### config.mk
export PLATFORM = sky130hd
export DESIGN_NAME = vscan_timer
export DESIGN_NICKNAME = d
export VERILOG_FILES = /design/src/rtl/vscan_pkg.sv /design/src/rtl/vscan_regs.sv /design/src/rtl/vscan_thresh.sv /design/src/rtl/vscan_line_cnt.sv /design/src/rtl/vscan_timer.sv
export SDC_FILE = /design/constraint.sdc
export NUM_CORES = 1
export LEC_CHECK = 0
export ABC_CLOCK_PERIOD_IN_PS = 3230
export CAP_MARGIN = 20
export CORE_MARGIN = 5
export CORE_UTILIZATION = 56
export CTS_CLUSTER_SIZE = 24
export DETAILED_ROUTE_END_ITERATION = 6
export GPL_TIMING_DRIVEN = 0
export PLACE_DENSITY = 0.78
export SETUP_SLACK_MARGIN = 0.5
export SLEW_MARGIN = 20
export SYNTH_ARGS = -nofsm -noshare
export SYNTH_HDL_FRONTEND = slang
export SYNTH_SLANG_ARGS = --single-unit
### constraint.sdc
create_clock -name clk_i -period 3.23 [get_ports clk_i]
set_input_delay 0.969 -clock clk_i [delete_from_list [all_inputs] [get_ports clk_i]]
set_output_delay 0.969 -clock clk_i [all_outputs]
set_load 0.02 [all_outputs]
### src/rtl/vscan_pkg.sv
package vscan_pkg;
  localparam int unsigned DATA_W = 8;
  localparam int unsigned SEL_W  = 3;
  localparam int unsigned EXT_W  = 4;
  localparam int unsigned THR_W  = DATA_W + EXT_W;   // 12-bit wide layout
  localparam int unsigned LINE_W = THR_W + 1;        // room for L+1

  typedef enum logic [SEL_W-1:0] {
    SEL_MODE  = 3'd0,
    SEL_LEN   = 3'd1,
    SEL_ACT   = 3'd2,
    SEL_HIGH  = 3'd3,
    SEL_LENX  = 3'd4,
    SEL_ACTX  = 3'd5
  } reg_sel_e;

  typedef struct packed {
    logic [DATA_W-1:0] mode;
    logic [DATA_W-1:0] len_lo;
    logic [DATA_W-1:0] act_lo;
    logic [DATA_W-1:0] high;
    logic [EXT_W-1:0]  len_ext;
    logic [EXT_W-1:0]  act_ext;
  } geom_regs_t;

  // positions in the shared high-bits register (compact layout)
  localparam int unsigned LEN_B8 = 0;
  localparam int unsigned LEN_B9 = 5;
  localparam int unsigned ACT_B8 = 1;
  localparam int unsigned ACT_B9 = 6;
endpackage

### src/rtl/vscan_regs.sv
module vscan_regs
  import vscan_pkg::*;
(
  input  logic              clk_i,
  input  logic              rst_ni,
  input  logic              wr_en_i,
  input  logic [SEL_W-1:0]  wr_sel_i,
  input  logic [DATA_W-1:0] wr_data_i,
  output geom_regs_t        regs_o
);
  geom_regs_t regs_q;

  always_ff @(posedge clk_i or negedge rst_ni) begin
    if (!rst_ni) begin
      regs_q <= '0;
    end else if (wr_en_i) begin
      unique case (reg_sel_e'(wr_sel_i))
        SEL_MODE: regs_q.mode    <= wr_data_i;
        SEL_LEN:  regs_q.len_lo  <= wr_data_i;
        SEL_ACT:  regs_q.act_lo  <= wr_data_i;
        SEL_HIGH: regs_q.high    <= wr_data_i;
        SEL_LENX: regs_q.len_ext <= wr_data_i[EXT_W-1:0];
        SEL_ACTX: regs_q.act_ext <= wr_data_i[EXT_W-1:0];
        default:  ;
      endcase
    end
  end

  assign regs_o = regs_q;

  assert_write_lands_R2: assert property (@(posedge clk_i) disable iff (!rst_ni)
    wr_en_i && wr_sel_i == SEL_LEN |=> regs_q.len_lo == $past(wr_data_i));
endmodule

### src/rtl/vscan_thresh.sv
module vscan_thresh
  import vscan_pkg::*;
(
  input  geom_regs_t        regs_i,
  output logic [THR_W-1:0]  len_o,
  output logic [THR_W-1:0]  act_o
);
  logic wide;
  assign wide = regs_i.mode[0];

  always_comb begin
    if (wide) begin
      len_o = {regs_i.len_ext, regs_i.len_lo};
      act_o = {regs_i.act_ext, regs_i.act_lo};
    end else begin
      len_o = {2'b00, regs_i.high[LEN_B9], regs_i.high[LEN_B8], regs_i.len_lo};
      act_o = {2'b00, regs_i.high[ACT_B9], regs_i.high[ACT_B8], regs_i.act_lo};
    end
  end

  always_comb begin
    assert_compact_top_zero_R3: assert (wide || (len_o[THR_W-1:DATA_W+2] == '0 &&
                                                 act_o[THR_W-1:DATA_W+2] == '0));
  end
endmodule

### src/rtl/vscan_line_cnt.sv
module vscan_line_cnt
  import vscan_pkg::*;
(
  input  logic              clk_i,
  input  logic              rst_ni,
  input  logic              stb_i,
  input  logic [THR_W-1:0]  len_i,
  output logic [LINE_W-1:0] line_o,
  output logic              wrap_o
);
  logic [LINE_W-1:0] line_q;
  logic              wrap_q;
  logic [LINE_W-1:0] last;

  assign last = LINE_W'(len_i) + LINE_W'(1);

  always_ff @(posedge clk_i or negedge rst_ni) begin
    if (!rst_ni) begin
      line_q <= '0;
      wrap_q <= 1'b0;
    end else begin
      wrap_q <= 1'b0;
      if (stb_i) begin
        if (line_q >= last) begin
          line_q <= '0;
          wrap_q <= 1'b1;
        end else begin
          line_q <= line_q + 1'b1;
        end
      end
    end
  end

  assign line_o = line_q;
  assign wrap_o = wrap_q;

  assert_hold_no_stb_R2: assert property (@(posedge clk_i) disable iff (!rst_ni)
    !stb_i |=> $stable(line_q));
  assert_advance_R2: assert property (@(posedge clk_i) disable iff (!rst_ni)
    stb_i && line_q < last |=> line_q == $past(line_q) + 1'b1);
  assert_wrap_to_zero_R8: assert property (@(posedge clk_i) disable iff (!rst_ni)
    stb_i && line_q >= last |=> line_q == '0 && wrap_q);
  assert_pulse_single_R8: assert property (@(posedge clk_i) disable iff (!rst_ni)
    wrap_q |=> !wrap_q);
  assert_pulse_at_zero_R8: assert property (@(posedge clk_i) disable iff (!rst_ni)
    wrap_q |-> line_q == '0);
endmodule

### src/rtl/vscan_timer.sv
module vscan_timer
  import vscan_pkg::*;
(
  input  logic              clk_i,
  input  logic              rst_ni,
  input  logic              wr_en_i,
  input  logic [SEL_W-1:0]  wr_sel_i,
  input  logic [DATA_W-1:0] wr_data_i,
  input  logic              line_stb_i,
  output logic [LINE_W-1:0] line_o,
  output logic              vde_o,
  output logic              frame_start_o
);
  geom_regs_t        regs;
  logic [THR_W-1:0]  len_thr;
  logic [THR_W-1:0]  act_thr;

  vscan_regs u_regs (
    .clk_i     (clk_i),
    .rst_ni    (rst_ni),
    .wr_en_i   (wr_en_i),
    .wr_sel_i  (wr_sel_i),
    .wr_data_i (wr_data_i),
    .regs_o    (regs)
  );

  vscan_thresh u_thresh (
    .regs_i (regs),
    .len_o  (len_thr),
    .act_o  (act_thr)
  );

  vscan_line_cnt u_cnt (
    .clk_i  (clk_i),
    .rst_ni (rst_ni),
    .stb_i  (line_stb_i),
    .len_i  (len_thr),
    .line_o (line_o),
    .wrap_o (frame_start_o)
  );

  assign vde_o = (line_o <= LINE_W'(act_thr));

  assert_vde_on_at_wrap_R7: assert property (@(posedge clk_i) disable iff (!rst_ni)
    frame_start_o |-> vde_o);
endmodule

==> flow_summary.ini, run 1 <==
[floorplanning]
rows = 24
floorplan.die.width_um = 78.01
initial_core_util = 0.5867
core_um2 = 4414
fp.dieArea_um2 = 6085
ioPinCount = 30
die_h_um = 78.01

[timing]
hold_viol = 0
max_slew_margin = 0.5732
slew_viol_final = 0
timing.final.crit_share = 0.9728
setup_tns_ns = 0
fin_crit_ns = 3.142
clock_skew_ns = 0.002854
tightest_slew_ns = 0.6368
holdWs_ns = 0.5128
setup_viol = 0
rsz0062_at_grt = yes
fmax_mhz = 318.3

[logic_synthesis]
synthCells = 249
ys_types = 36
seq_area_frac_synth = 0.4155
synth_async_sr_flop_share = 1.000
ys_warn_count = 0
synth_edf_count = 0
syn-num-nets = 291
synth_ff_type = dfrtp_1
avgSynthCellArea_um2 = 10.40
synth-seq-cells = 43
netlist_area_um2 = 2590

[pwr]
switching_share = 0.3598
ir_drop_v = 0.0003426
clkPwrFrac = 0.189
p_int_mw = 1.135
power.switching_mw = 0.6378
p_comb_frac = 0.381
powerDensity_nw_per_um2 = 547.5
p_leak_nw = 1.452
seqPwrFrac = 0.430

[route]
route.final.wire_length_mm = 5.854
drtIter0Drc = 66
wl_per_cell_um = 16.77
antenna_left = 0
viasPerCell = 5.819
first_pass_iters = 4
drcViolationCount = 0
num_vias = 2031

[critical_path]
crit_required_ns = 2.26
cp-start-kind = flip-flop
crit_path_start = u_regs.regs_o[32]
crit_end = vde_o
worstPathArrival_ns = 2.17
worstSetupPathType = flip-flop to output port
end_kind = output port
rr_worst_depth = 13
r2r-start = u_regs.regs_o[32]
crit_path_max_incr_delay_ns = 0.38
reg2reg_slack_ns = 0.37
critical_path.slowest_cell = dfrtp_1
path_max_fanout = 5
r2r_end = u_cnt.line_o[3]
crit_chain = buf_6 > mux2i_1 > ha_1 > nand3_2 > nor3b_2 > nand4_1 > a211oi_2 > o22ai_1 > buf_4

[clock_network]
cts_buffers = 5
clock_latency_ns = 0.30
clkSlewWorstSetupHoldPaths_ns = 0.08
clock_path_buffers = 2
root_buffer = clkbuf_8
tritoncts = yes
cts_max_level = 2
clock_sinks = 43

[grt]
first_global_vias = 1871
grt_pass1_wl_mm = 9.087
grt_start_max_net_pins = 33
grt.total_usage = 0.1904
grt-ovfl-total = 0
antenna_found_initial = 0

[status]
status = completed

[final_layout]
antenna_cells = 0
num-fill-cells = 344
layout.nets = 338
layout-drive-gt1-share = 0.2222
syn_to_final_growth_pct = 25.02
finalNonFillerCells = 349

[worst_hold_path]
hp-class = flip-flop to flip-flop
min-delay-start = u_regs.regs_o[2]

[place]
place.gp.congestion = 0.7954
placed_cells = 331
dp_hpwl_mm = 4.119
port_buffers = 29

[run]
cap_violations = 0
## worst min path at each step
stage | endpoint | depth (start not counted)
after floorplan | u_regs.regs_o[4] | 1
after global placement | u_regs.regs_o[8] | 1
after detailed placement | u_regs.regs_o[4] | 1
after CTS | u_regs.regs_o[4] | 1
after global routing | u_regs.regs_o[4] | 1
final | u_regs.regs_o[2] | 1
## worst max-delay path: cells and delay by family (launching register included)
family | cells | cell delay [ns]
AND/OR/NAND/NOR | 3 | 0.49
AO/OA/AOI/OAI | 2 | 0.29
multiplexers | 1 | 0.12
buffers and inverters | 2 | 0.30
flip-flops | 1 | 0.38
adder cells (fa/ha/maj) | 1 | 0.30
## power groups by stage
stage | sequential, mW | combinational [mW] | clock, mW
2_1_floorplan | 0.770 | 0.384 | 0
3_3_place_gp | 0.763 | 0.580 | 0
6_report | 0.762 | 0.676 | 0.336
5_1_grt | 0.779 | 0.757 | 0.373
4_1_cts | 0.760 | 0.631 | 0.349
3_5_place_dp | 0.768 | 0.600 | 0
## cell usage after synthesis, types with 3 or more instances
master | count | share of area
ha_1 | 27 | 0.13
o22ai_1 | 3 | 0.0072
and3_1 | 4 | 0.0097
xnor2_1 | 3 | 0.010
nand4_1 | 8 | 0.019
dfrtp_1 | 43 | 0.42
nand2_1 | 27 | 0.039
nor3_1 | 4 | 0.0077
o21ai_0 | 11 | 0.021
a21oi_1 | 5 | 0.0097
nand3_1 | 12 | 0.023
nor2b_1 | 3 | 0.0072
nor2_1 | 15 | 0.022
xor2_1 | 16 | 0.054
mux2_2 | 22 | 0.096
mux2i_1 | 4 | 0.015
inv_1 | 16 | 0.023
## logic make-up after synthesis
kind of cell	count (synthesis)	synth area share
AO/OA/AOI/OAI	31	0.08358
adder cells (fa/ha/maj)	27	0.1304
buffers and inverters	18	0.02754
XOR/XNOR	19	0.06425
AND/OR/NAND/NOR	85	0.1676
multiplexers	26	0.1111
flip-flops	43	0.4155
## flip-flops by register name, indices dropped and copies added, names as in the netlist
name,flops
u_cnt.line_o,13
u_cnt.wrap_o,1
u_regs.regs_o,29
## area by class of cell
type | instances | area (um2) | share of cell area
Tap cell | 52 | 65.06 | 0.02009
Sequential cell | 43 | 1076 | 0.3323
Multi-Input combinational cell | 189 | 1555 | 0.4803
Timing Repair Buffer | 39 | 381.6 | 0.1179
Buffer | 2 | 15.01 | 0.004637
Inverter | 16 | 60.06 | 0.01855
Clock inverter | 2 | 12.51 | 0.003864
Clock buffer | 6 | 72.57 | 0.02241
## layer usage
metal	track usage	wire length (um)	up-vias
li1	-	-	982
met1	0.2657	2662	999
met2	0.2896	2828	39
met3	0.04630	247	11
met4	0.06588	114	0
met5	0	0	-
## cells in the final DEF, fill, tap and decap left out, types with 2 or more instances in the layout
master | synthesis | layout
xnor2_1 | 3 | 3
nor2_2 | 0 | 2
o21ai_0 | 11 | 11
mux2i_1 | 4 | 3
inv_1 | 16 | 16
clkbuf_1 | 1 | 2
a31oi_4 | 1 | 2
clkdlybuf4s50_1 | 0 | 27
buf_6 | 0 | 4
nand2b_1 | 2 | 2
nand4b_1 | 2 | 2
nand3_1 | 12 | 10
nand3_2 | 0 | 2
o22ai_1 | 3 | 2
nor3_1 | 4 | 3
and3_1 | 4 | 3
ha_1 | 27 | 25
xor2_1 | 16 | 16
nand2_1 | 27 | 25
nor3b_2 | 2 | 3
clkbuf_8 | 0 | 5
nor2b_1 | 3 | 3
mux2_2 | 22 | 21
nand4_1 | 8 | 8
a21oi_1 | 5 | 5
and2_1 | 2 | 2
nor3_2 | 2 | 2
a41oi_1 | 2 | 2
dfrtp_1 | 43 | 43
nor2_1 | 15 | 13
buf_4 | 1 | 7
## repair_timing
action / in CTS / in global routing
endpoints found under the setup margin: 15 / 15
setup buffers: 3 / 6
gates resized for setup: 14 / 15
hold buffers: 0 / 0
pin swaps: 7 / 25
cloned: 1 / 0
## stage by stage
step | setup slack [ns] | area [um2] | utilization | total power, mW
4_1_cts | 0.04161 | 3124 | 0.7078 | 1.740
2_1_floorplan | 0.5898 | 2590 | - | 1.154
6_report | 0.08791 | 3238 | 0.7336 | 1.773
3_3_place_gp | -0.09054 | 2945 | 0.6672 | 1.343
3_5_place_dp | -0.07430 | 2960 | 0.6706 | 1.369
5_1_grt | -0.02018 | 3238 | 0.7336 | 1.909
No activity file was read; power rests on OpenSTA's default activity.
==> run 2: changes to the inputs <==
--- a/config.mk
+++ b/config.mk
@@ -11,6 +11,7 @@
 export CORE_UTILIZATION = 56
 export CTS_CLUSTER_SIZE = 24
 export DETAILED_ROUTE_END_ITERATION = 6
+export GPL_ROUTABILITY_DRIVEN = 1
 export GPL_TIMING_DRIVEN = 0
 export PLACE_DENSITY = 0.78
 export SETUP_SLACK_MARGIN = 0.5
==> results of run 2 <==
Same layout as run 1: the final DEF is identical, and so are final timing and power.
==> run 3: changes to the inputs <==
--- a/config.mk
+++ b/config.mk
@@ -7,13 +7,15 @@
 export LEC_CHECK = 0
 export ABC_CLOCK_PERIOD_IN_PS = 3230
 export CAP_MARGIN = 20
+export CELL_PAD_IN_SITES_DETAIL_PLACEMENT = 2
+export CELL_PAD_IN_SITES_GLOBAL_PLACEMENT = 2
 export CORE_MARGIN = 5
-export CORE_UTILIZATION = 56
+export CORE_UTILIZATION = 36
 export CTS_CLUSTER_SIZE = 24
 export DETAILED_ROUTE_END_ITERATION = 6
 export GPL_ROUTABILITY_DRIVEN = 1
 export GPL_TIMING_DRIVEN = 0
-export PLACE_DENSITY = 0.78
+export PLACE_DENSITY = 0.77
 export SETUP_SLACK_MARGIN = 0.5
 export SLEW_MARGIN = 20
 export SYNTH_ARGS = -nofsm -noshare
==> run 3 against run 2 <==
Net effect:
- the flow now finishes with violations (negative setup slack)
- largest cell class unchanged
- critical path depth stayed put
- utilization decreased by 26 points
- cell area is 5.3% higher
- clock skew grew 0.0017 ns
- critical path type unchanged
- critical endpoint unchanged
- die area increased by 48%
- register-to-register slack worse by 0.02 ns
- global-route usage fell by 1.8 points
==> flow_summary.ini, run 3 (same netlist as run 1, synthesis figures left out) <==
[clock_network]
clock_latency_ns = 0.31
cts_buffers = 5
hold_buffers = 0
tritoncts = yes
root_buffer = clkbuf_8
clock_path_buffers = 2
clkSlewWorstSetupHoldPaths_ns = 0.10
clock_sinks = 43
cts_max_level = 2

[final_layout]
stdcell_area_um2 = 3410
largest_reg_flops = 29
antenna_cells = 0
layout-drive-gt1-share = 0.2533
final_cell_mix = dfrtp_1 (43), clkdlybuf4s50_1 (27), nand2_1 (26), ha_1 (23), mux2_2 (21)
final_common_cell = dfrtp_1
syn_to_final_growth_pct = 31.64
layout.nets = 341

[route]
met3_length_um = 135
drcViolationCount = 0
m1WireLength_mm = 3.198
drtIter0Drc = 38
topRoutingLayerUsed = met4
wl_met2_mm = 3.925
antenna_left = 0
num_vias = 2093
route.final.wire_length_mm = 7.355
first_pass_iters = 4
wl_per_cell_um = 18.43
viasPerCell = 5.246

[timing]
clock_skew_ns = 0.004554
fin_crit_ns = 3.279
max_slew_margin = 0.5310
rsz0062_at_grt = yes
tightest_slew_ns = 0.6996
setup_viol = 1
worst_slack_ns = -0.04908
hold_viol = 0
fmax_mhz = 305.0
slew_viol_final = 0
timing.final.crit_share = 1.015

[worst_hold_path]
hp-class = flip-flop to flip-flop
min-delay-start = u_regs.regs_o[0]
min_to = u_regs.regs_o[0]
min_path_cells = 1

[grt]
antenna_found_initial = 0
grt.total_usage = 0.1720
first_global_vias = 2308
grt-ovfl-total = 0
grt_start_max_net_pins = 29
grt_pass1_wl_mm = 11.73

[run]
cap_violations = 0

[critical_path]
r2r_end = u_cnt.line_o[10]
worstSetupPathType = flip-flop to output port
end_kind = output port
crit_path_max_incr_delay_ns = 0.39
crit_required_ns = 2.26
r2r-start = u_regs.regs_o[32]
critical_path.slowest_cell = dfrtp_1
path_max_fanout = 6
worstPathArrival_ns = 2.31
crit_chain = buf_6 > mux2i_4 > ha_4 > nand3_4 > nor3b_4 > nand4_1 > a211oi_2 > o22ai_1 > buf_4
reg2reg_slack_ns = 0.35
cp-start-kind = flip-flop
rr_worst_depth = 13

[floorplanning]
rows = 31
die_h_um = 94.82
floorplan.die.width_um = 94.82
fp.dieArea_um2 = 8991
initial_core_util = 0.3629
core_um2 = 7137
ioPinCount = 30

[place]
place.gp.congestion = 0.8082
port_buffers = 29
dp_hpwl_mm = 5.300
placed_cell_area_um2 = 3019

[pwr]
ir_drop_v = 0.0001885
p_leak_nw = 1.477
powerDensity_nw_per_um2 = 558.0
p_total_mw = 1.902

[status]
status = complete, but fails checks
failed_checks = negative setup slack
## run 3: cell count changes in the layout (fill, tap and decap cells not counted), sizes merged
cell and change:
clkinvlp -1, buf +3, inv +2, clkbuf -1
## run 3: worst max path at each step
stage / start / end / depth (start not counted)
after floorplan: u_cnt.line_o[1] / vde_o / 6
after global placement: u_regs.regs_o[32] / vde_o / 9
after detailed placement: u_regs.regs_o[32] / vde_o / 9
after CTS: u_regs.regs_o[32] / vde_o / 9
after global routing: u_regs.regs_o[32] / vde_o / 8
final: u_regs.regs_o[32] / vde_o / 9
## run 3: area by class of cell
class / count / area, um2
Fill cell: 759 / 3727
Multi-Input combinational cell: 189 / 1643
Sequential cell: 43 / 1076
Timing Repair Buffer: 42 / 396.6
Tap cell: 99 / 123.9
Clock buffer: 5 / 68.82
Inverter: 16 / 60.06
Clock inverter: 3 / 26.28
Buffer: 2 / 15.01
## run 3: per-layer routing
metal | vias to the layer above | GRT usage
li1 | 988 | -
met1 | 1071 | 0.2090
met2 | 28 | 0.3048
met3 | 6 | 0.02869
met4 | 0 | 0.06130
met5 | - | 0
## run 3: what timing repair did
| item | 4_1_cts | 5_1_grt |
|---|---|---|
| setup buffers | 5 | 7 |
| gates resized for setup | 15 | 24 |
| setup endpoints to repair | 15 | 15 |
| pin swaps | 7 | 36 |
| gates cloned | 1 | 0 |
## run 3: critical path: cells and delay by family, from the launching register on
| family | cells | cell delay, ns |
|---|---|---|
| AO/OA/AOI/OAI | 2 | 0.31 |
| AND/OR/NAND/NOR | 3 | 0.50 |
| flip-flops | 1 | 0.39 |
| buffers and inverters | 2 | 0.31 |
| adder cells (fa/ha/maj) | 1 | 0.29 |
| multiplexers | 1 | 0.20 |
## run 3: per-stage QoR
step                      instances  utilization  hold WS [ns]  setup TNS, ns  setup WS [ns]
after global placement          377       0.4209        0.4849         -3.559        -0.1994
after detailed placement        378       0.4230        0.4972        -0.2735        -0.2735
final                           399       0.4777        0.5166       -0.04908       -0.04908
after floorplan                 249            -        0.4750              0         0.5898
after CTS                       392       0.4502        0.5216        -0.1247        -0.1247
after global routing            399       0.4777        0.5431        -0.1729        -0.1729
## run 3: power breakdown
group | internal (mW) | switching [mW]
Combinational | 0.369 | 0.384
Sequential | 0.645 | 0.119
Clock | 0.160 | 0.226
Total | 1.17 | 0.729
